===== src/rtl/irq_resolver.sv =====
module irq_resolver #(
  parameter int NLVL = 8,
  parameter int NBIT = 32,
  parameter int VW = 9,
  parameter int ALT_THRESH = 4,
  parameter int SOFT_BIT = NBIT - 1,
  parameter logic [VW-1:0] SOFT_VEC = VW'(160),
  parameter logic [NBIT-1:0] INT_MASK = NBIT'(1),
  localparam int LW = $clog2(NLVL),
  localparam int BW = $clog2(NBIT),
  localparam int NENT = NLVL * NBIT
) (
  input  logic                 clk,
  input  logic                 rst_n,
  input  logic [NLVL*NBIT-1:0] req_set,
  input  logic [LW-1:0]        cur_pri,
  input  logic                 alt_bus,
  input  logic                 int_ack,
  input  logic                 tbl_we,
  input  logic [LW-1:0]        tbl_lvl,
  input  logic [BW-1:0]        tbl_bit,
  input  logic [VW-1:0]        tbl_data,
  output logic                 irq_pending,
  output logic [VW-1:0]        vec_out,
  output logic                 vec_valid
);

  localparam logic [NBIT-1:0] INTERNAL = INT_MASK | (NBIT'(1) << SOFT_BIT);

  logic [NLVL-1:0][NBIT-1:0] req_q, set_v, elig, clr;
  logic [VW-1:0] tbl_q [NENT];
  logic          restrict_on, found;
  logic [LW-1:0] win_l;
  logic [BW-1:0] win_b;
  logic [VW-1:0] win_vec;

  assign set_v = req_set;
  assign restrict_on = alt_bus && (int'(cur_pri) >= ALT_THRESH);

  always_comb begin
    for (int l = 0; l < NLVL; l++)
      elig[l] = (l > int'(cur_pri)) ? (req_q[l] & (restrict_on ? INTERNAL : '1)) : '0;
  end

  always_comb begin
    found = 1'b0;
    win_l = '0;
    win_b = '0;
    for (int l = 0; l < NLVL; l++) begin
      if (|elig[l]) begin
        found = 1'b1;
        win_l = LW'(l);
        for (int b = NBIT - 1; b >= 0; b--)
          if (elig[l][b]) win_b = BW'(b);
      end
    end
  end

  assign irq_pending = found;
  assign win_vec = (int'(win_b) == SOFT_BIT && win_l != '0) ? SOFT_VEC : tbl_q[{win_l, win_b}];

  always_comb begin
    clr = '0;
    if (int_ack && found) clr[win_l][win_b] = 1'b1;
  end

  always_ff @(posedge clk) begin
    if (!rst_n) begin
      req_q <= '0;
      vec_out <= '0;
      vec_valid <= 1'b0;
    end else begin
      req_q <= (req_q & ~clr) | set_v;
      vec_valid <= int_ack && found;
      if (int_ack) vec_out <= found ? win_vec : '0;
    end
  end

  always_ff @(posedge clk) begin
    if (!rst_n) begin
      for (int i = 0; i < NENT; i++) tbl_q[i] <= '0;
    end else if (tbl_we) begin
      tbl_q[{tbl_lvl, tbl_bit}] <= tbl_data;
    end
  end

endmodule



===== config.mk =====
export PLATFORM = sky130hd
export DESIGN_NAME = irq_resolver
export DESIGN_NICKNAME = d
export VERILOG_FILES = /design/src/rtl/irq_resolver.sv
export SDC_FILE = /design/constraint.sdc
export NUM_CORES = 2
export LEC_CHECK = 0
export BUFFER_PORTS_ARGS = -buffer_cell sky130_fd_sc_hd__buf_2
export CAP_MARGIN = 25
export CORE_ASPECT_RATIO = 1.4
export CORE_UTILIZATION = 32
export CTS_CLUSTER_DIAMETER = 50
export CTS_CLUSTER_SIZE = 20
export DETAILED_ROUTE_END_ITERATION = 7
export PLACE_DENSITY = 0.43
export SLEW_MARGIN = 20
export SYNTH_ARGS = -nofsm -noshare
export SYNTH_HDL_FRONTEND = slang
export SYNTH_SLANG_ARGS = --single-unit

===== constraint.sdc =====
create_clock -name clk -period 6.5 [get_ports clk]
set_input_delay 0.65 -clock clk [delete_from_list [all_inputs] [get_ports clk]]
set_output_delay 0.65 -clock clk [all_outputs]
set_load 0.005 [all_outputs]

==> qor.tcl <==
set qor(outcome) {finished, final reports clean}
set qor(std_cell_rows) 263
set qor(synth.avg_cell_area_um2) 10.9
set qor(die_w_um) 515
set qor(critical_path_arrival_ps) 7230
set qor(critical_path_launch_point_type) {register}
set qor(route.final.wire_length_mm) 530
set qor(most_common_library_cell_in_the_layout_ignoring_fill_and_taps) {sky130_fd_sc_hd__edfxtp_1}
set qor(finalPower_uw) 42000
set qor(hold_slack_ps) 112
set qor(finalHoldViolCount) 0
set qor(synthCells) 10800
set qor(drc) 0
set qor(fmax_ghz) 0.156
set qor(route.antenna.remaining_nets) 0
set qor(clock_tree_from_tritoncts) {built}
set qor(number_of_library_cell_types_mapped_by_synthesis) 92
set qor(worstRegToRegCells) 27
set qor(max-cap-violations) 0
set qor(total_leakage_power_uw) 0.0555
set qor(grt_usage_pct) 27.7
set qor(cts_root_buffer) {sky130_fd_sc_hd__clkbuf_16}
set qor(globalRoute.busiestLayer) {met2}
set qor(yosys_register_bits) 2474
set qor(final_nets) 12400
set qor(asyncSetResetFlopFracSynth_pct) 0
set qor(cts.reportedPaths.clkPinSlew_ps) 70
set qor(slew_viol_final) 0
set qor(max_slew.worst_pin.slew_ps) 1140
set qor(reg2reg_setup_slack_ps) 90
set qor(power-per-cell-area_nw_per_um2) 287
set qor(synth-warning-count) 0
set qor(crit_type) {register to register}
set qor(avgRoutedWirePerCell_um) 30.7
set qor(grt_pass1_vias) 92000
set qor(design.die.area_um2) 371000
set qor(floorplan.die.height_um) 721
set qor(wire_length_of_the_first_global_routing_pass_mm) 728
set qor(grt_start_max_net_pins) 129
set qor(highest_count_cells_in_the_layout_ignoring_fill_and_taps) {sky130_fd_sc_hd__edfxtp_1 (2,240), sky130_fd_sc_hd__and2_1 (2,047), sky130_fd_sc_hd__nand2_1 (1,736), sky130_fd_sc_hd__buf_4 (1,267), sky130_fd_sc_hd__nor2_1 (420)}
set qor(drive_gt1_share_pct) 18.9
set qor(gpl.final_weighted_congestion) 0.919
set qor(post_synth_instance_area_um2) 118000
set qor(cts-root-to-sink-buffers) 4
set qor(hold-path-cell-count) 3
set qor(hp-class) {input port to register}
set qor(synth_enable_flop_cells) 2240
set qor(setup_violations) 0
set qor(floorplan.initialDensity_pct) 32.2
set qor(setup.worst_path.end_class) {register}
set qor(cts_sinks) 2474
set qor(period_minus_slack_ps) 6410
set qor(detailedRoute.firstPassIterationCount) 6
set qor(period_share_pct) 98.6
set qor(cts.htree.levels) 4
set qor(numCtsBuffers) 244
set qor(clock-skew-final_ps) 67.0
set qor(use_met2_pct) 48.5
set qor(grt_use_met3_pct) 3.33
set qor(dp_hpwl_mm) 366
set qor(nFillCells) 35600
set qor(vias_per_cell) 5.36
set qor(worst_ir_drop_vdd_mv) 0.237
set qor(slew_headroom_pct) 23.7
set qor(io-pin-count) 292
set qor(grt_antenna_before_repair) 45
set qor(endpoint_required_time_on_the_critical_path_ps) 7320
set qor(met1_usage_pct) 33.5
set qor(fp.coreArea_um2) 367000
set qor(port-buffer-count) 259
set qor(mappedNetlistNets) 11100
set qor(clk-insertion-delay-late_ps) 970
set qor(setup_repair_after_global_routing_missed_its_margin) {yes}
set qor(cp_max_fo) 18
set qor(postSynth.topFlopCell) {sky130_fd_sc_hd__edfxtp_1}
set qor(drt_initial_violations) 8887
set qor(layout-area-overhead-vs-synth_pct) 24.0
set qor(yosysSeqAreaShare_pct) 60.9
set qor(overflow) 0
set qor(via_count) 92400
==> per-layer routing <==
layer | wire length [um] | vias to the layer above | part of all wire (%)
li1 | - | 41100 | -
met1 | 206000 | 47100 | 39
met2 | 264000 | 3286 | 50
met3 | 30000 | 891 | 5.7
met4 | 29500 | 20 | 5.6
met5 | 127 | - | 0.024
==> kinds of logic (layout without fill, tap and decap cells) <==
kind of cell	count (synthesis)	after routing	synth area share [%]
other	0	23	0
multiplexers	335	335	2.91
buffers and inverters	887	2424	3.28
AO/OA/AOI/OAI	1618	1618	8.91
AND/OR/NAND/NOR	5472	5472	24.0
flip-flops	2474	2474	60.9
==> metrics by stage <==
stage | setup slack (ps) | util, % | area, um2 | cells | TNS, ps
after floorplan | 1460 | - | 118000 | 10800 | 0
after global placement | -1830 | 36.6 | 134000 | 16500 | -30770
after detailed placement | -1810 | 36.6 | 134000 | 16500 | -27490
after CTS | -0.202 | 39.7 | 146000 | 17200 | -0.202
after global routing | -39.7 | 39.9 | 146000 | 17200 | -105
final | 93.8 | 39.9 | 146000 | 17200 | 0
==> critical path: stages, from the launching register on <==
cell	delay, ps
sky130_fd_sc_hd__dfxtp_1	350
sky130_fd_sc_hd__nor4_4	350
sky130_fd_sc_hd__a31oi_2	150
sky130_fd_sc_hd__buf_4	170
sky130_fd_sc_hd__or4_4	540
sky130_fd_sc_hd__a211oi_2	260
sky130_fd_sc_hd__a31oi_1	120
sky130_fd_sc_hd__buf_4	140
sky130_fd_sc_hd__a211oi_2	200
sky130_fd_sc_hd__buf_4	160
sky130_fd_sc_hd__o21ai_4	90
sky130_fd_sc_hd__buf_6	200
sky130_fd_sc_hd__a221oi_4	330
sky130_fd_sc_hd__o22ai_4	130
sky130_fd_sc_hd__a22oi_4	310
sky130_fd_sc_hd__o211a_4	360
sky130_fd_sc_hd__buf_8	210
sky130_fd_sc_hd__buf_12	210
sky130_fd_sc_hd__buf_12	170
sky130_fd_sc_hd__mux2i_1	280
sky130_fd_sc_hd__mux2i_1	180
sky130_fd_sc_hd__o22ai_1	210
sky130_fd_sc_hd__buf_4	160
sky130_fd_sc_hd__nor4_1	70
sky130_fd_sc_hd__buf_4	170
sky130_fd_sc_hd__a311o_1	410
sky130_fd_sc_hd__a32oi_1	210
sky130_fd_sc_hd__o31ai_1	100
==> state kept, by name (all words and copies together) (netlist names) <==
name and cells:
tbl_q 2240, req_q 224, vec_out 9, vec_valid 1
==> synthesized netlist by cell type, types with 15 or more instances <==
| master | instances | area, um2 |
|---|---|---|
| sky130_fd_sc_hd__mux2i_1 | 307 | 3070 |
| sky130_fd_sc_hd__a31oi_1 | 152 | 951 |
| sky130_fd_sc_hd__and3_1 | 343 | 2150 |
| sky130_fd_sc_hd__or3_1 | 26 | 163 |
| sky130_fd_sc_hd__o22ai_1 | 68 | 425 |
| sky130_fd_sc_hd__o2111ai_1 | 32 | 280 |
| sky130_fd_sc_hd__o221ai_1 | 19 | 166 |
| sky130_fd_sc_hd__a211oi_1 | 18 | 135 |
| sky130_fd_sc_hd__a311oi_1 | 49 | 429 |
| sky130_fd_sc_hd__nor3_1 | 68 | 340 |
| sky130_fd_sc_hd__and2_1 | 2047 | 12800 |
| sky130_fd_sc_hd__buf_1 | 44 | 165 |
| sky130_fd_sc_hd__o21a_1 | 168 | 1260 |
| sky130_fd_sc_hd__nand2_1 | 1753 | 6580 |
| sky130_fd_sc_hd__nand3_1 | 414 | 2070 |
| sky130_fd_sc_hd__nor2_1 | 445 | 1670 |
| sky130_fd_sc_hd__mux2_2 | 23 | 259 |
| sky130_fd_sc_hd__a221o_1 | 19 | 190 |
| sky130_fd_sc_hd__edfxtp_1 | 2240 | 67300 |
| sky130_fd_sc_hd__dfxtp_1 | 234 | 4680 |
| sky130_fd_sc_hd__nor2b_1 | 161 | 1010 |
| sky130_fd_sc_hd__buf_2 | 128 | 641 |
| sky130_fd_sc_hd__o211ai_1 | 36 | 270 |
| sky130_fd_sc_hd__a32oi_1 | 46 | 403 |
| sky130_fd_sc_hd__inv_1 | 49 | 184 |
| sky130_fd_sc_hd__or4_1 | 37 | 278 |
| sky130_fd_sc_hd__a21oi_1 | 392 | 1960 |
| sky130_fd_sc_hd__o21ai_0 | 368 | 1840 |
| sky130_fd_sc_hd__nor4_1 | 75 | 469 |
| sky130_fd_sc_hd__a221oi_1 | 41 | 359 |
| sky130_fd_sc_hd__o31ai_1 | 24 | 180 |
| sky130_fd_sc_hd__a21o_1 | 20 | 150 |
| sky130_fd_sc_hd__nand4_1 | 46 | 288 |
| sky130_fd_sc_hd__a2111oi_0 | 15 | 131 |
| sky130_fd_sc_hd__nand2b_1 | 22 | 138 |
| sky130_fd_sc_hd__clkbuf_1 | 590 | 2210 |
| sky130_fd_sc_hd__buf_6 | 19 | 214 |
| sky130_fd_sc_hd__buf_4 | 54 | 405 |
==> path summary, 6_finish.rpt <==
| path | startpoint | end |
|---|---|---|
| setup / recovery | req_q[67] | vec_out[6] |
| hold / removal | req_set[64] | req_q[64] |
| setup reg to reg | req_q[67] | vec_out[6] |
| hold reg to reg | req_q[224] | req_q[224] |
==> layout make-up <==
class | count | area (um2) | area share [%]
Antenna cell | 23 | 57.6 | 0.0393
Clock buffer | 258 | 6230 | 4.26
Clock inverter | 193 | 2280 | 1.55
Inverter | 49 | 184 | 0.126
Multi-Input combinational cell | 7425 | 43200 | 29.5
Sequential cell | 2474 | 71900 | 49.2
Tap cell | 4902 | 6130 | 4.19
Timing Repair Buffer | 1924 | 16300 | 11.1
==> report_power, final <==
group / internal [uW] / total [uW] / switching [uW] / leakage (uW)
clock network: 8100 / 15500 / 7390 / 0.00410
logic: 2900 / 8040 / 5140 / 0.0281
registers: 18100 / 18500 / 350 / 0.0232
==> repair_timing <==
item / in CTS / in global routing
buffers inserted: 8 / 15
endpoints found under the hold margin: 223 / 0
setup endpoints to repair: 9 / 9
cloned: 2 / 6
pin swaps: 8 / 22
hold buffers: 223 / 0
gates resized for setup: 62 / 76
(Power assumes the default switching activity.)
